## config.mk

```make
export PLATFORM = sky130hd
export DESIGN_NAME = audclk_gen
export DESIGN_NICKNAME = d
export VERILOG_FILES = /design/src/rtl/audclk_pkg.sv /design/src/rtl/audclk_ratio.sv /design/src/rtl/audclk_phase_acc.sv /design/src/rtl/audclk_bin_div.sv /design/src/rtl/audclk_gen.sv
export SDC_FILE = /design/constraint.sdc
export NUM_CORES = 1
export LEC_CHECK = 0
export BUFFER_PORTS_ARGS = -buffer_cell sky130_fd_sc_hd__buf_4
export CORE_MARGIN = 2
export CORE_UTILIZATION = 57
export CTS_BUF_LIST = sky130_fd_sc_hd__clkbuf_4 sky130_fd_sc_hd__clkbuf_8 sky130_fd_sc_hd__clkbuf_16
export DETAILED_ROUTE_END_ITERATION = 6
export PLACE_DENSITY = 0.77
export RECOVER_POWER = 50
export SLEW_MARGIN = 10
export SYNTH_ARGS = -nofsm -noshare
export SYNTH_HDL_FRONTEND = slang
export SYNTH_SLANG_ARGS = --single-unit
```

## constraint.sdc

```tcl
create_clock -name clk -period 4.05 [get_ports clk]
set_input_delay 0 -clock clk [delete_from_list [all_inputs] [get_ports clk]]
set_output_delay 0 -clock clk [all_outputs]
set_load 0.01 [all_outputs]
```

## src/rtl/audclk_pkg.sv

```systemverilog
// Shared constants and the ratio lookup for the fractional audio clock generator.
// Assumes: the numerator never exceeds 2^(RATIO_W-1) after half-rate doubling.
package audclk_pkg;

    localparam int RATIO_W = 14;

    typedef struct packed {
        logic [RATIO_W-1:0] num;
        logic [RATIO_W-1:0] den;
    } ratio_t;

    // Base (full-rate) N/D for a rate code; unknown codes fall back to 48 kHz.
    function automatic ratio_t base_ratio(input logic [2:0] code);
        ratio_t r;
        case (code)
            3'd1:    begin r.num = RATIO_W'(1875); r.den = RATIO_W'(784);  end
            3'd2:    begin r.num = RATIO_W'(2145); r.den = RATIO_W'(896);  end
            3'd3:    begin r.num = RATIO_W'(3375); r.den = RATIO_W'(1024); end
            3'd4:    begin r.num = RATIO_W'(2);    r.den = RATIO_W'(1);    end
            default: begin r.num = RATIO_W'(1125); r.den = RATIO_W'(512);  end
        endcase
        return r;
    endfunction

endpackage

```

## src/rtl/audclk_ratio.sv

```systemverilog
// Ratio selector: maps the rate code and half-rate flag to the N/D pair.
// Assumes: the half-rate doubling does not overflow W bits.
module audclk_ratio
    import audclk_pkg::*;
#(
    parameter int W = RATIO_W
) (
    input  logic [2:0]   rate_sel,
    input  logic         half_rate,
    output logic [W-1:0] num,
    output logic [W-1:0] den
);
    ratio_t base;

    // Look up the base ratio, then double N for half-rate operation.
    always_comb begin
        base = base_ratio(rate_sel);
        num  = half_rate ? W'({base.num, 1'b0}) : W'(base.num);
        den  = W'(base.den);
    end
endmodule

```

## src/rtl/audclk_phase_acc.sv

```systemverilog
// Rational phase accumulator: adds step every cycle and reports a hit (then
// wraps by num) whenever the sum reaches num.
// Assumes: step < num, so at most one hit per cycle; clr restarts from zero.
module audclk_phase_acc #(
    parameter int W = 14
) (
    input  logic         clk,
    input  logic         rst_n,
    input  logic         clr,
    input  logic [W-1:0] num,
    input  logic [W-1:0] step,
    output logic         hit
);
    logic [W-1:0] acc;
    logic [W-1:0] sum;

    // Next phase and wrap detect from the current phase.
    always_comb begin
        sum = acc + step;
        hit = (sum >= num);
    end

    // Phase register: cleared on reset or restart, otherwise advanced modulo num.
    always_ff @(posedge clk) begin
        if (!rst_n || clr) acc <= '0;
        else if (hit)      acc <= sum - num;
        else               acc <= sum;
    end
endmodule

```

## src/rtl/audclk_bin_div.sv

```systemverilog
// Binary divider on an input tick: flags every second tick and every
// 2^CNT_W-th tick, both in the same cycle as the tick itself.
// Assumes: tick is a single-cycle enable; clr restarts the count at zero.
module audclk_bin_div #(
    parameter int CNT_W = 8
) (
    input  logic clk,
    input  logic rst_n,
    input  logic clr,
    input  logic tick,
    output logic tick_div2,
    output logic tick_wrap
);
    logic [CNT_W-1:0] cnt;

    // Decode the divided ticks from the count before it advances.
    always_comb begin
        tick_div2 = tick & cnt[0];
        tick_wrap = tick & (&cnt);
    end

    // Tick counter with synchronous clear.
    always_ff @(posedge clk) begin
        if (!rst_n || clr) cnt <= '0;
        else if (tick)     cnt <= cnt + 1'b1;
    end
endmodule

```

## src/rtl/audclk_gen.sv

```systemverilog
// Fractional audio clock generator top. It derives 512fs, 256fs, 128fs and fs
// enable strobes plus a left/right flag from one master clock, using rational
// phase accumulators. Any configuration change restarts all timing.
// Assumes: the configuration inputs are synchronous to clk; 2D < N in every
// mode where the 512fs path is enabled.
module audclk_gen
    import audclk_pkg::*;
#(
    parameter int W      = RATIO_W,
    parameter int FS_DIV = 256,
    parameter bit HAS_X2 = 1'b1
) (
    input  logic       clk,
    input  logic       rst_n,
    input  logic [2:0] rate_sel,
    input  logic       half_rate,
    input  logic       wide_pair,
    output logic       ena_512,
    output logic       ena_256,
    output logic       ena_128,
    output logic       ena_fs,
    output logic       lr_frame,
    output logic       pair_lo,
    output logic       pair_hi
);
    localparam int CNT_W = $clog2(FS_DIV);
    localparam int CFG_W = 5;

    logic [CFG_W-1:0] cfg_now, cfg_q;
    logic             cfg_chg;
    logic             use_x2, use_x2_q;
    logic [W-1:0]     num, den;
    logic             hit_256, hit_512, hit_128, hit_fs;

    // Live configuration word, change detect and wide-pair qualifier.
    always_comb begin
        cfg_now = {rate_sel, half_rate, wide_pair};
        cfg_chg = (cfg_now != cfg_q);
        use_x2  = HAS_X2 && half_rate && wide_pair;
    end

    // Configuration history register; loads during reset so no false restart.
    always_ff @(posedge clk) begin
        cfg_q <= cfg_now;
    end

    audclk_ratio #(.W(W)) u_ratio (
        .rate_sel (rate_sel),
        .half_rate(half_rate),
        .num      (num),
        .den      (den)
    );

    audclk_phase_acc #(.W(W)) u_acc_256 (
        .clk  (clk),
        .rst_n(rst_n),
        .clr  (cfg_chg),
        .num  (num),
        .step (den),
        .hit  (hit_256)
    );

    generate
        if (HAS_X2) begin : g_x2
            logic [W-1:0] step_x2;
            // Double step for the 512fs accumulator.
            always_comb step_x2 = {den[W-2:0], 1'b0};
            audclk_phase_acc #(.W(W)) u_acc_512 (
                .clk  (clk),
                .rst_n(rst_n),
                .clr  (cfg_chg || !use_x2),
                .num  (num),
                .step (step_x2),
                .hit  (hit_512)
            );
        end else begin : g_no_x2
            // No 512fs path in this variant.
            always_comb hit_512 = 1'b0;
        end
    endgenerate

    audclk_bin_div #(.CNT_W(CNT_W)) u_div (
        .clk      (clk),
        .rst_n    (rst_n),
        .clr      (cfg_chg),
        .tick     (hit_256),
        .tick_div2(hit_128),
        .tick_wrap(hit_fs)
    );

    // Registered strobes and frame flag; all silent in the restart cycle.
    always_ff @(posedge clk) begin
        if (!rst_n || cfg_chg) begin
            ena_512  <= 1'b0;
            ena_256  <= 1'b0;
            ena_128  <= 1'b0;
            ena_fs   <= 1'b0;
            lr_frame <= 1'b0;
            use_x2_q <= 1'b0;
        end else begin
            ena_512  <= hit_512 && use_x2;
            ena_256  <= hit_256;
            ena_128  <= hit_128;
            ena_fs   <= hit_fs;
            lr_frame <= lr_frame ^ hit_fs;
            use_x2_q <= use_x2;
        end
    end

    // Output pair steering from the registered wide-pair state.
    always_comb begin
        pair_lo = use_x2_q ? ena_256 : ena_128;
        pair_hi = use_x2_q ? ena_512 : ena_256;
    end
endmodule

```

## Yosys cells after proc, flatten, opt, wreduce, memory -nomap -nowiden

Index checks and enable logic that the tools add are counted.

- Output and inout port bits: 7
- Register bits: 47
- Logic and storage cells: 39
- Bits of input ports: 7

- Reduce and logical (&&, ||, !) cells: 8
- Order comparisons: 2
- Muxes and demuxes: 6
- Eq/ne operators: 5
- Bitwise operators: 3
- Add/sub/neg operators: 5

Operators by type and width:

| cell | count |
|---|---|
| one-hot mux 26 bit (4 select lines) | 1 |
| adder 14 bit | 2 |
| greater-or-equal comparator 14 x 13 -> 1 bit | 2 |
| two-way mux 14 bit | 2 |
| subtractor 14 x 13 -> 14 bit | 2 |
| two-way mux 13 bit | 1 |
| adder 8 x 1 -> 8 bit, second input constant | 1 |
| AND reduction 8 bit | 1 |
| equality test 3 x 2 -> 1 bit, second input constant | 2 |
| != test 5 bit | 1 |
| equality test 3 x 1 -> 1 bit, second input constant | 1 |
| equality test 3 bit, second input constant | 1 |
| logical OR 1 bit | 3 |
| AND 1 bit | 2 |
| logical AND 1 bit | 2 |
| zero test 1 bit | 2 |
| two-way mux 1 bit | 2 |
| XOR 1 bit | 1 |

## Longest topological paths before layout

- Depth after elaboration: 6
- Gate-level depth with buffers: 19
- Mapped depth without buffers: 17

## Hierarchy

A second synthesis with hierarchy kept.

- Cells, all modules: 616
- Area total of the unflattened synthesis: 4,895.9 µm²

Modules (own cells, without submodules):

| module | sequential area each (µm²) | instances | cells an instance | area an instance (µm²) |
|---|---|---|---|---|
| audclk_phase_acc (u_acc_256) | 280.3 | 1 | 259 | 1,996.9 |
| audclk_phase_acc (g_x2.u_acc_512) | 280.3 | 1 | 219 | 1,770.4 |
| audclk_gen | 220.2 | 1 | 37 | 391.6 |
| audclk_ratio | 0.0 | 1 | 60 | 376.6 |
| audclk_bin_div | 160.2 | 1 | 41 | 360.3 |

## Worst setup path before layout

No wires, ideal clock.

- Path kind: input to register
- From: in rate_sel[2]
- To: reg g_x2.u_acc_512.acc[11]
- Library setup time: 128 ps
- Required time: 3,922 ps
- Path slack: 227 ps
- Path buffers: 3
- Data arrival time: 3,695 ps
- Stages: 17
- Cells stage by stage: buf_2 > buf_1 > and2_1 > ha_1 > ha_1 > and3_1 > maj3_1 > a21oi_1 > xnor2_1 > ha_1 > a21o_1 > o41ai_1 > a21oi_1 > nor2_2 > buf_4 > mux2i_1 > nor2_1

- Word-level cells in the longest chain between the ends: 5
- Elaborated cells between the ends (all ways): 13
- Classes of those cells: add/sub: 2; order compare: 1; eq/ne: 5; mux: 3; reduce/logical: 2

Ends and longest elaborated chain:

| element | RTL line | text |
|---|---|---|
| start, declared | audclk_gen.sv:15 | `input logic [2:0] rate_sel,` |
| equality test 3 bit (tied with other cells) | audclk_pkg.sv:15 | `case (code)` |
| one-hot mux 26 bit (4 select lines) | audclk_pkg.sv:15 |  |
| adder 14 bit / two-way mux 13 bit (equally long branches) | audclk_phase_acc.sv:19, audclk_ratio.sv:18 |  |
| subtractor 14 x 13 -> 14 bit / greater-or-equal comparator 14 x 13 -> 1 bit (equally long branches) | audclk_phase_acc.sv:26, audclk_phase_acc.sv:20 |  |
| two-way mux 14 bit | audclk_phase_acc.sv:26 | `else if (hit) acc <= sum - num;` |
| end signal, assigned | audclk_phase_acc.sv:26 |  |
| end signal, assigned | audclk_phase_acc.sv:27 | `else acc <= sum;` |
| end, declared | audclk_phase_acc.sv:14 | `logic [W-1:0] acc;` |

Several ways; a longest one is shown, not always the timed one.
A chain may end at the register's enable or synchronous reset.

## Worst setup path after layout

- From: reg u_acc_256.acc[0]
- To: reg u_acc_256.acc[1]

- Word-level cells in the longest chain between the ends: 3
- Elaborated cells between the ends (all ways): 4
- Classes of those cells: add/sub: 2; order compare: 1; mux: 1

Ends and longest elaborated chain:

| element | RTL line | text |
|---|---|---|
| start, declared | audclk_phase_acc.sv:14 |  |
| start signal, assigned | audclk_phase_acc.sv:26 |  |
| start signal, assigned | audclk_phase_acc.sv:27 |  |
| adder 14 bit * | audclk_phase_acc.sv:19 | `sum = acc + step;` |
| subtractor 14 x 13 -> 14 bit / greater-or-equal comparator 14 x 13 -> 1 bit (equally long branches) | audclk_phase_acc.sv:26, audclk_phase_acc.sv:20 |  |
| two-way mux 14 bit * | audclk_phase_acc.sv:26 |  |

Mark *: on every way between the ends. The rest lies on a longest branch, timed or not.

==> flow_summary.yaml <==
status:
  status: "finished clean"
timing:
  finalCritPeriodShare_pct: 91.6
  tns_ns: 0
  maxSlewHeadroom_pct: 53.7
  fmax_mhz: 270
  hold_viol: 0
  finClkSkew_ns: 0.00981
  period_minus_slack_ns: 3.71
  finalSetupViolCount: 0
  maxSlewViolCount: 0
  tightest_slew_ns: 0.687
  rsz0062_at_grt: "false"
cts:
  cts_buffers: 5
  cts_tree: "yes"
  h-tree-depth: 2
  clockBufferDepth: 2
  cts.sinks: 47
  path_clk_slew_ns: 0.10
  insertion_delay_ns: 0.31
  cts-root-buf: "clkbuf_8"
detailed_routing:
  via_per_inst: 6.06
  drt_pass1_iterations: 5
  ant_nets: 0
  drt_iter0_drc: 248
  drcViolationCount: 0
  wl_per_cell_um: 15.7
  wl_mm: 9.37
  vias: 3604
pwr:
  p_per_area_nw_per_um2: 256
  p_leak_nw: 1.82
  ir_drop_v: 0.000124
synthesis:
  netlist_instances: 492
  avgSynthCellArea_um2: 8.05
  synth_edf_count: 0
  synthesis.area_um2: 3960
  synth_ff_type: "dfxtp_1"
  yosysTopAreaCellShare_pct: 23.8
  seq_area_frac_synth_pct: 23.8
  synthArstFlopShare_pct: 0
  synth_area_leaders: "dfxtp_1, ha_1, xnor2_1"
  synth_fp_nets: 540
  synth_cell_type_count: 64
  synth-seq-cells: 47
  yosys.area.top_type: "dfxtp_1"
  synth-warning-count: 0
setup_path:
  path_class: "flop to flop"
  cp_slowest_stage_delay_ns: 0.44
  crit_fanout: 14
  crit_path_frequent_cell: "ha_1"
  worstSetupStartpointType: "flop"
  cp-end-kind: "flop"
  arrival_ns: 3.93
  worstPathRequired_ns: 4.27
  path_cells: "ha_1, nand4_1, maj3_1, nor2_1, xor2_1, ha_1, a211oi_2, nor3b_1, o41a_1, a221o_1, nor3_2, buf_4, nand3_1, o31ai_1"
  worst_path_max_delay_cell: "maj3_1"
place:
  portBuffers: 13
  place_area_um2: 4190
  routabilityCongestion: 0.887
  hpwl_mm: 7.24
global_routing:
  grt_pass1_vias: 3319
  grtUsageTotal_pct: 25.6
  overflow: 0
  grt_max_degree: 23
  antenna_found_initial: 0
  grt_pass1_wl_mm: 15.6
floorplanning:
  io_pins: 14
  die_area_um2: 7630
  core-area_um2: 6760
  initial_core_util_pct: 58.6
  row_count: 30
  die_height_um: 87.3
  die_w_um: 87.3
final_layout:
  fin_area_um2: 4310
  drive_gt1_share_pct: 8.16
  n_antenna_cell: 0
  area_growth_syn_to_layout_pct: 8.94
  nets: 562
flow_run:
  cap_violations: 0
min_path:
  hold_class: "input port to flop"
synth_stat cells, types with 13 or more instances:
cell type  number
nor2_1         50
nand2_1        49
dfxtp_1        47
ha_1           39
a21oi_1        37
xnor2_1        37
inv_1          16
nand3_1        16
o21ai_0        15
mux2i_1        13
xor2_1         13
state kept, by name, summed over array words and instances (netlist names), 5 cells and up:
name,flops
u_acc_256.acc,14
g_x2.u_acc_512.acc,14
u_div.cnt,8
cfg_q,5
path summary, 6_finish.rpt:
| check | to | slack, ns | cells past startpoint | from |
|---|---|---|---|---|
| max | u_acc_256.acc[1]$_SDFF_PP0_ | 0.34 | 14 | u_acc_256.acc[0]$_SDFF_PP0_ |
| min | u_div.cnt[0]$_SDFFE_PP0N_ | 0.21 | 4 | rst_n |
| max reg2reg | u_acc_256.acc[1]$_SDFF_PP0_ | 0.34 | 14 | u_acc_256.acc[0]$_SDFF_PP0_ |
| min reg2reg | g_x2.u_acc_512.acc[0]$_SDFFE_PP0N_ | 0.48 | 2 | g_x2.u_acc_512.acc[0]$_SDFFE_PP0N_ |
critical path: cells and delay by family, from the launching register on:
kind | cells | cell delay, ns
simple gates | 5 | 0.73
fa+ha+maj | 3 | 0.95
xor+xnor | 1 | 0.23
compound gates | 4 | 1.14
flops | 1 | 0.33
buf+inv | 1 | 0.24
layer usage:
metal	track usage (%)	part of all wire (%)	wire [µm]	vias to the layer above
li1	-	-	-	1838
met1	35.0	49	4610	1683
met2	42.8	46	4350	69
met3	3.13	2.9	276	14
met4	6.15	1.4	131	0
met5	0	0	0	-
timing repair:
item                       in CTS  in global routing
gates resized for setup         0                  2
hold endpoints to repair        5                  0
hold buffers                    5                  0
setup endpoints to repair       0                 15
buffers inserted                0                  0
per-stage QoR:
| stage | total power, mW | utilization, % | hold slack, ns | setup slack, ns | cells |
|---|---|---|---|---|---|
| 2_1_floorplan | 0.721 | - | 0.0277 | 0.227 | 492 |
| 3_3_place_gp | 0.789 | 62.0 | 0.128 | 0.182 | 582 |
| 3_5_place_dp | 0.795 | 62.0 | 0.132 | 0.0758 | 582 |
| 4_1_cts | 1.11 | 64.1 | 0.195 | 0.290 | 595 |
| 5_1_grt | 1.16 | 63.8 | 0.228 | 0.00508 | 595 |
| 6_report | 1.10 | 63.8 | 0.205 | 0.341 | 595 |
kinds of logic (layout without fill, tap and decap cells):
kind of cell	Yosys count	count (layout)	synth area share, %
xor gates and xnor gates	50	50	11.1
and+or+nand+nor	182	182	22.6
DFF	47	47	23.8
AOI/OAI and AO/OA	119	119	20.4
muxes	17	17	4.42
buffers and inverters	33	56	3.73
adders and majority gates	44	44	14.1
report_power, final:
part / total [mW] / switching (mW) / leakage [nW] / internal (mW)
sequential: 0.468 / 0.00195 / 0.380 / 0.466
combinational: 0.326 / 0.182 / 1.40 / 0.143
clock: 0.309 / 0.181 / 0.0467 / 0.128
final cells by class:
type | instances | area (µm²)
Clock buffer | 5 | 68.8
Clock inverter | 3 | 27.5
Fill cell | 597 | 2440
Inverter | 16 | 60.1
Multi-Input combinational cell | 412 | 2880
Sequential cell | 47 | 941
Tap cell | 80 | 100
Timing Repair Buffer | 32 | 235
cells in the final DEF, fill, tap and decap left out, drive strengths merged, types with 3 or more instances in the layout:
cell type	synthesis	layout
a211oi	6	6
a21o	10	10
a21oi	38	38
a221oi	5	5
a31oi	4	4
a41oi	3	3
and2	4	4
and3	10	10
and4	3	3
buf	8	19
clkbuf	9	13
dfxtp	47	47
dlygate4sd3	0	5
ha	39	39
inv	16	18
maj3	3	3
mux2	4	4
mux2i	13	13
nand2	49	49
nand2b	8	8
nand3	17	17
nand4	9	9
nor2	51	51
nor2b	7	7
nor3	9	9
nor3b	5	5
o2111ai	3	3
o21a	4	4
o21ai	18	18
o31ai	4	4
o41ai	4	4
or4	3	3
xnor2	37	37
xor2	13	13
No activity file was read; power rests on OpenSTA's default activity.
